===== config.mk =====
export PLATFORM = sky130hd
export DESIGN_NAME = eeprom_i2c_slave
export DESIGN_NICKNAME = d
export VERILOG_FILES = /design/src/rtl/eis_pkg.sv /design/src/rtl/eis_bus_cond.sv /design/src/rtl/eis_addr_ptr.sv /design/src/rtl/eis_proto_fsm.sv /design/src/rtl/eeprom_i2c_slave.sv
export SDC_FILE = /design/constraint.sdc
export NUM_CORES = 1
export LEC_CHECK = 0
export BUFFER_PORTS_ARGS = -buffer_cell sky130_fd_sc_hd__buf_2
export CAP_MARGIN = 20
export CORE_ASPECT_RATIO = 1.1
export CORE_MARGIN = 2
export CORE_UTILIZATION = 58
export CTS_BUF_LIST = sky130_fd_sc_hd__clkbuf_16
export DETAILED_ROUTE_END_ITERATION = 8
export GPL_TIMING_DRIVEN = 0
export PLACE_DENSITY = 0.89
export SYNTH_ARGS = -nofsm -noshare
export SYNTH_HDL_FRONTEND = slang
export SYNTH_SLANG_ARGS = --single-unit

===== constraint.sdc =====
create_clock -name clk_i -period 3.1 [get_ports clk_i]
set_clock_uncertainty 0.05 [all_clocks]
set_input_delay 0.62 -clock clk_i [delete_from_list [all_inputs] [get_ports clk_i]]
set_output_delay 0.62 -clock clk_i [all_outputs]
set_load 0.02 [all_outputs]

===== src/rtl/eis_pkg.sv =====
package eis_pkg;
  localparam int SEL_W = 3;

  typedef enum logic [2:0] {
    S_IDLE,
    S_CTRL,
    S_ADDR_HI,
    S_ADDR_LO,
    S_WDATA,
    S_RDATA,
    S_SKIP
  } eis_state_e;

  // bit counter values: 0..7 data bits, 8 = byte done, 9 = ack slot
  localparam logic [3:0] BC_DONE = 4'd8;
  localparam logic [3:0] BC_ACK  = 4'd9;
endpackage


===== src/rtl/eis_bus_cond.sv =====
module eis_bus_cond #(
  parameter int SYNC_STAGES = 2
) (
  input  logic clk_i,
  input  logic rst_ni,
  input  logic scl_i,
  input  logic sda_i,
  output logic sda_o,
  output logic scl_rise_o,
  output logic scl_fall_o,
  output logic start_o,
  output logic stop_o
);
  localparam int NLINES = 2;

  logic [NLINES-1:0] raw, lvl, lvl_q;
  assign raw = {scl_i, sda_i};

  for (genvar g = 0; g < NLINES; g++) begin : g_line
    logic [SYNC_STAGES-1:0] ff;
    always_ff @(posedge clk_i or negedge rst_ni) begin
      if (!rst_ni) ff <= '1;
      else         ff <= {ff[SYNC_STAGES-2:0], raw[g]};
    end
    assign lvl[g] = ff[SYNC_STAGES-1];
  end

  always_ff @(posedge clk_i or negedge rst_ni) begin
    if (!rst_ni) lvl_q <= '1;
    else         lvl_q <= lvl;
  end

  logic scl_s, sda_s, scl_q, sda_q;
  assign {scl_s, sda_s} = lvl;
  assign {scl_q, sda_q} = lvl_q;

  assign sda_o      = sda_s;
  assign scl_rise_o = scl_s & ~scl_q;
  assign scl_fall_o = ~scl_s & scl_q;
  assign start_o    = scl_s & scl_q & sda_q & ~sda_s;
  assign stop_o     = scl_s & scl_q & ~sda_q & sda_s;
endmodule


===== src/rtl/eis_addr_ptr.sv =====
module eis_addr_ptr #(
  parameter int ADDR_W = 14,
  parameter int PAGE_W = 6
) (
  input  logic              clk_i,
  input  logic              rst_ni,
  input  logic              load_i,
  input  logic [ADDR_W-1:0] load_val_i,
  input  logic              inc_i,
  input  logic              page_wrap_i,
  output logic [ADDR_W-1:0] ptr_o
);
  logic [ADDR_W-1:0] ptr_q, ptr_inc;

  always_comb begin
    if (page_wrap_i)
      ptr_inc = {ptr_q[ADDR_W-1:PAGE_W], ptr_q[PAGE_W-1:0] + PAGE_W'(1)};
    else
      ptr_inc = ptr_q + ADDR_W'(1);
  end

  always_ff @(posedge clk_i or negedge rst_ni) begin
    if (!rst_ni)     ptr_q <= '0;
    else if (load_i) ptr_q <= load_val_i;
    else if (inc_i)  ptr_q <= ptr_inc;
  end

  assign ptr_o = ptr_q;
endmodule


===== src/rtl/eis_proto_fsm.sv =====
module eis_proto_fsm
  import eis_pkg::*;
#(
  parameter int         ADDR_W   = 14,
  parameter logic [3:0] DEV_CODE = 4'b1010
) (
  input  logic              clk_i,
  input  logic              rst_ni,
  input  logic              sda_i,
  input  logic              scl_rise_i,
  input  logic              scl_fall_i,
  input  logic              start_i,
  input  logic              stop_i,
  input  logic [SEL_W-1:0]  strap_i,
  input  logic              busy_i,
  input  logic [7:0]        rd_data_i,
  input  logic [ADDR_W-1:0] ptr_i,
  output logic              sda_oe_o,
  output logic              wr_valid_o,
  output logic [ADDR_W-1:0] wr_addr_o,
  output logic [7:0]        wr_data_o,
  output logic              wr_commit_o,
  output logic              ptr_load_o,
  output logic [ADDR_W-1:0] ptr_load_val_o,
  output logic              ptr_inc_o,
  output logic              ptr_wrap_o
);
  localparam int HI_W = ADDR_W - 8;

  eis_state_e        state_q, nxt_q;
  logic [3:0]        bc_q;
  logic [7:0]        sh_q;
  logic              oe_q, mack_q, seen_q;
  logic [HI_W-1:0]   hi_q;
  logic              wv_q, cm_q, ld_q, inc_q, wrap_q;
  logic [ADDR_W-1:0] wa_q, ldv_q;
  logic [7:0]        wd_q;
  logic              ack_ok;

  always_comb begin
    ack_ok = !busy_i;
    if (state_q == S_CTRL)
      ack_ok = ack_ok && (sh_q[7:4] == DEV_CODE) && (sh_q[3:1] == strap_i);
  end

  always_ff @(posedge clk_i or negedge rst_ni) begin
    if (!rst_ni) begin
      state_q <= S_IDLE;
      nxt_q   <= S_IDLE;
      bc_q    <= '0;
      sh_q    <= '0;
      oe_q    <= 1'b0;
      mack_q  <= 1'b0;
      seen_q  <= 1'b0;
      hi_q    <= '0;
      wv_q    <= 1'b0;
      cm_q    <= 1'b0;
      ld_q    <= 1'b0;
      inc_q   <= 1'b0;
      wrap_q  <= 1'b0;
      wa_q    <= '0;
      ldv_q   <= '0;
      wd_q    <= '0;
    end else begin
      wv_q  <= 1'b0;
      cm_q  <= 1'b0;
      ld_q  <= 1'b0;
      inc_q <= 1'b0;
      if (start_i) begin
        state_q <= S_CTRL;
        bc_q    <= '0;
        oe_q    <= 1'b0;
        seen_q  <= 1'b0;
      end else if (stop_i) begin
        if (state_q == S_WDATA && seen_q) cm_q <= 1'b1;
        state_q <= S_IDLE;
        bc_q    <= '0;
        oe_q    <= 1'b0;
        seen_q  <= 1'b0;
      end else begin
        unique case (state_q)
          S_IDLE, S_SKIP: ;
          S_RDATA: begin
            if (scl_rise_i) begin
              if (bc_q < BC_DONE)     bc_q <= bc_q + 4'd1;
              else if (bc_q == BC_ACK) mack_q <= ~sda_i;
            end else if (scl_fall_i) begin
              if (bc_q == BC_DONE) begin
                oe_q   <= 1'b0;
                bc_q   <= BC_ACK;
                inc_q  <= 1'b1;
                wrap_q <= 1'b0;
              end else if (bc_q == BC_ACK) begin
                if (mack_q) begin
                  sh_q <= rd_data_i;
                  oe_q <= ~rd_data_i[7];
                  bc_q <= '0;
                end else begin
                  state_q <= S_SKIP;
                  oe_q    <= 1'b0;
                end
              end else if (bc_q != 4'd0) begin
                sh_q <= {sh_q[6:0], 1'b0};
                oe_q <= ~sh_q[6];
              end
            end
          end
          default: begin
            if (scl_rise_i && bc_q < BC_DONE) begin
              sh_q <= {sh_q[6:0], sda_i};
              bc_q <= bc_q + 4'd1;
            end else if (scl_fall_i && bc_q == BC_DONE) begin
              if (ack_ok) begin
                oe_q <= 1'b1;
                bc_q <= BC_ACK;
                unique case (state_q)
                  S_CTRL:    nxt_q <= sh_q[0] ? S_RDATA : S_ADDR_HI;
                  S_ADDR_HI: begin
                    hi_q  <= sh_q[HI_W-1:0];
                    nxt_q <= S_ADDR_LO;
                  end
                  S_ADDR_LO: begin
                    ld_q  <= 1'b1;
                    ldv_q <= {hi_q, sh_q};
                    nxt_q <= S_WDATA;
                  end
                  default: begin
                    wv_q   <= 1'b1;
                    wa_q   <= ptr_i;
                    wd_q   <= sh_q;
                    inc_q  <= 1'b1;
                    wrap_q <= 1'b1;
                    seen_q <= 1'b1;
                    nxt_q  <= S_WDATA;
                  end
                endcase
              end else begin
                state_q <= S_SKIP;
              end
            end else if (scl_fall_i && bc_q == BC_ACK) begin
              bc_q    <= '0;
              state_q <= nxt_q;
              if (nxt_q == S_RDATA) begin
                sh_q <= rd_data_i;
                oe_q <= ~rd_data_i[7];
              end else begin
                oe_q <= 1'b0;
              end
            end
          end
        endcase
      end
    end
  end

  assign sda_oe_o       = oe_q;
  assign wr_valid_o     = wv_q;
  assign wr_addr_o      = wa_q;
  assign wr_data_o      = wd_q;
  assign wr_commit_o    = cm_q;
  assign ptr_load_o     = ld_q;
  assign ptr_load_val_o = ldv_q;
  assign ptr_inc_o      = inc_q;
  assign ptr_wrap_o     = wrap_q;
endmodule


===== src/rtl/eeprom_i2c_slave.sv =====
module eeprom_i2c_slave
  import eis_pkg::*;
#(
  parameter int         ADDR_W      = 14,
  parameter int         PAGE_W      = 6,
  parameter int         SYNC_STAGES = 2,
  parameter logic [3:0] DEV_CODE    = 4'b1010
) (
  input  logic              clk_i,
  input  logic              rst_ni,
  input  logic              scl_i,
  input  logic              sda_i,
  output logic              sda_oe_o,
  input  logic [SEL_W-1:0]  strap_i,
  input  logic              wr_busy_i,
  output logic              wr_valid_o,
  output logic [ADDR_W-1:0] wr_addr_o,
  output logic [7:0]        wr_data_o,
  output logic              wr_commit_o,
  output logic [ADDR_W-1:0] rd_addr_o,
  input  logic [7:0]        rd_data_i
);
  logic sda_s, scl_rise, scl_fall, start_det, stop_det;
  logic ptr_load, ptr_inc, ptr_wrap;
  logic [ADDR_W-1:0] ptr, ptr_load_val;

  eis_bus_cond #(.SYNC_STAGES(SYNC_STAGES)) u_bus_cond (
    .clk_i      (clk_i),
    .rst_ni     (rst_ni),
    .scl_i      (scl_i),
    .sda_i      (sda_i),
    .sda_o      (sda_s),
    .scl_rise_o (scl_rise),
    .scl_fall_o (scl_fall),
    .start_o    (start_det),
    .stop_o     (stop_det)
  );

  eis_proto_fsm #(.ADDR_W(ADDR_W), .DEV_CODE(DEV_CODE)) u_fsm (
    .clk_i          (clk_i),
    .rst_ni         (rst_ni),
    .sda_i          (sda_s),
    .scl_rise_i     (scl_rise),
    .scl_fall_i     (scl_fall),
    .start_i        (start_det),
    .stop_i         (stop_det),
    .strap_i        (strap_i),
    .busy_i         (wr_busy_i),
    .rd_data_i      (rd_data_i),
    .ptr_i          (ptr),
    .sda_oe_o       (sda_oe_o),
    .wr_valid_o     (wr_valid_o),
    .wr_addr_o      (wr_addr_o),
    .wr_data_o      (wr_data_o),
    .wr_commit_o    (wr_commit_o),
    .ptr_load_o     (ptr_load),
    .ptr_load_val_o (ptr_load_val),
    .ptr_inc_o      (ptr_inc),
    .ptr_wrap_o     (ptr_wrap)
  );

  eis_addr_ptr #(.ADDR_W(ADDR_W), .PAGE_W(PAGE_W)) u_ptr (
    .clk_i       (clk_i),
    .rst_ni      (rst_ni),
    .load_i      (ptr_load),
    .load_val_i  (ptr_load_val),
    .inc_i       (ptr_inc),
    .page_wrap_i (ptr_wrap),
    .ptr_o       (ptr)
  );

  assign rd_addr_o = ptr;
endmodule


==> results_dict.tcl <==
set metrics [dict create \
    status "completed" \
    final_layout_size_suffix_gt1_share_pct 36.1 \
    pre_cts_slack_ns 0.440 \
    crit_start "u_bus_cond.lvl_q[1]" \
    die_h_um 95.8 \
    nets 453 \
    r2r-start "u_bus_cond.lvl_q[1]" \
    ios 55 \
    synth-compound-area-share_pct 10.0 \
    final-max-slew-violation-count 0 \
    cts-root-buf "clkbuf_16" \
    hold_buffers 0 \
    syn_inst 364 \
    worstMarginPinSlew_ns 0.892 \
    hold_viol_final 0 \
    detail_route.wl_per_cell_um 18.9 \
    grt.total_usage_pct 24.7 \
    rows 33 \
    ir_worst_vdd_mv 0.438 \
    ys_seq_area_share_pct 49.7 \
    htreeDepth 3 \
    synth.largest_area_cell "dfrtp_1" \
    crit_fanout 7 \
    critPathRequiredTime_ns 3.27 \
    n_antenna_cell 0 \
    cts_setup_buffers 0 \
    gp_congestion 0.895 \
    synth_area_mm2 0.00445 \
    synth_nets 387 \
    cts_tree "built" \
    dp_cells 506 \
    die_w_um 87.5 \
    maxCapViolCount 0 \
    hold_path.class "input pin to async pin" \
    leakage_nw 2.57 \
    grt_max_degree 77 \
    clk-insertion-delay-late_ns 0.34 \
    num_vias 3153 \
    syn_to_final_growth_pct 16.0 \
    drt_iter0_markers 125 \
    synth_fa_ha_area_share_pct 1.97 \
    layoutNonFillerInstCount 522 \
    synth_top_family_by_area "multiplexers" \
    io_buffers 54 \
    synth_top_area_share_pct 46.1 \
    final_util_pct 69.4 \
    grt_pass1_vias 3183 \
    finalSetupViolCount 0 \
    grt_pass1_wl_um 15800 \
    drc 0 \
    wl_um 9860 \
    finalCritPeriodShare_pct 86.0 \
    fillers 525 \
    antenna_left 0 \
    p_total_mw 3.86 \
    critical_path_class "flop to flop" \
    dieArea_mm2 0.00838 \
    clk_path_buf_depth 2 \
    core_mm2 0.00743 \
    syn_avg_cell_area_um2 12.2 \
    synth-edff-count 0 \
    ys_top_cells_by_area "dfrtp_1 46%, mux2_2 9.4%, mux2_4 8.4%" \
    synthArstFlopShare_pct 100 \
    firstDrtPassIters 4 \
    hpwl_um 6690 \
    fin_setup_tns_ns 0 \
    endpoint_kind "flop" \
    clock_sinks 88 \
    post_cts_resized 0 \
    ys.flop_type "dfrtp_1" \
    ys_ff_latch 88 \
    max_freq_ghz 0.375 \
    synth.yosys.warnings 0 \
    clk_pin_slew_worst_paths_ns 0.06 \
    fin_ws_ns 0.434 \
    period_minus_slack_ns 2.67 \
    synth_cell_types 59 \
    overflow 0 \
    synth_mux_area_share_pct 18.7 \
    cp.arrival_ns 2.84 \
    numCtsBuffers 9 \
    power.density_mw_per_mm2 747 \
    start_kind "flop" \
    synth-simple-area-share_pct 13.1 \
    relSlewSlack_pct 40.5 \
    start_util_pct 59.8 \
    rsz0062_at_grt "false" \
    synthXorXnorAreaFrac_pct 3.35 \
    via_per_inst 6.04 \
    antenna_found_initial 0 \
]
==> power by group <==
part | internal, mW | leakage [nW] | switching [mW] | total, mW
clock network | 0.632 | 0.144 | 0.462 | 1.09
registers | 1.33 | 1.16 | 0.210 | 1.54
logic | 0.545 | 1.26 | 0.675 | 1.22
total | 2.51 | 2.57 | 1.35 | 3.86
==> per-layer routing <==
metal / track usage [%] / wire, µm
met5: 0 / 0
met4: 10.3 / 255
met3: 4.29 / 413
met2: 43.4 / 5060
met1: 30.0 / 4130
==> cells in the final DEF (no fill, tap or decap), types with 4 or more instances in the layout <==
cell type	count
xor2_1	10
nand3_1	8
inv_1	9
xnor2_1	7
nand4_1	4
o41ai_1	5
dfstp_2	6
mux2i_1	4
nor2b_1	6
a21oi_1	7
ha_1	7
nand2b_1	4
nor3_1	5
o21ai_0	18
and2_1	4
mux2_2	37
nand2_1	30
nand3b_1	5
clkbuf_16	9
clkbuf_1	7
o211ai_1	4
mux2_4	25
buf_2	58
nor2_1	10
dfrtp_1	82
==> cell usage after synthesis (all sizes together), types with 2 or more instances <==
library cell and number:
a31oi 3, o41ai 5, nand2 30, o211a 2
mux2 62, a211oi 2, inv 9, nor3 5
and3 3, a2111oi 2, mux2i 4, and4 2
or3 3, nand3 9, nand4b 4, xnor2 7
nor2 10, a21o 2, a21oi 7, buf 12
nand4 4, clkbuf 7, nand3b 5, and2 4
nand2b 4, ha 7, dfrtp 82, nor2b 6
o21ai 18, dfstp 6, xor2 10, o21a 2
o211ai 4, nor4bb 3, and3b 2
==> flip-flops by register name, summed over array words and instances (netlist names), 4 cells and up <==
register and cells:
u_fsm.ptr_load_val_o 14, u_fsm.wr_addr_o 14, u_ptr.ptr_o 14, u_fsm.sh_q 8, u_fsm.wr_data_o 8, u_fsm.hi_q 6
u_bus_cond.g_line.ff 4, u_fsm.bc_q 4
==> per-stage QoR <==
step / cell area, µm² / hold slack (ns)
after global routing: 5160 / 0.0933
after detailed placement: 4860 / 0.298
final: 5160 / 0.0785
after global placement: 4830 / 0.297
after CTS: 5160 / 0.0799
after floorplan: 4450 / 0.274
==> cells by family (layout without fill, tap and decap cells) <==
group / Yosys count / in the layout
simple gates: 98 / 98
flops: 88 / 88
mux: 66 / 66
compound gates: 60 / 60
buf+inv: 28 / 99
xor+xnor: 17 / 17
fa+ha+maj: 7 / 7
==> path summary, 6_finish.rpt <==
kind                                                    to  slack (ns)  cells after the start
worst max-delay path                      u_fsm.state_q[2]        0.43                      6
worst min-delay path                    u_fsm.wr_addr_o[1]        0.08                      1
worst max register to register            u_fsm.state_q[2]        0.43                      6
worst min register to register  u_bus_cond.g_line[0].ff[1]        0.31                      0
max in group asynchronous              u_bus_cond.lvl_q[0]        2.27                      2
min in group clk_i              u_bus_cond.g_line[0].ff[1]        0.31                      0
==> layout make-up <==
type,instances,area [µm²],share of cell area [%]
Clock buffer,9,225,4.36
Inverter,9,33.8,0.655
Clock inverter,7,78.8,1.53
Sequential cell,88,2210,42.8
Multi-Input combinational cell,248,2100,40.6
Tap cell,87,109,2.11
Buffer,19,108,2.09
Timing Repair Buffer,55,300,5.82
==> critical path, stage by stage, from the launching register on <==
cell       delay, ns
dfstp_2         0.55
ha_1            0.28
nand4b_4        0.21
a2111oi_4       0.63
o21ai_0         0.18
o211ai_1        0.26
mux2_2          0.40
(Power assumes the default switching activity.)
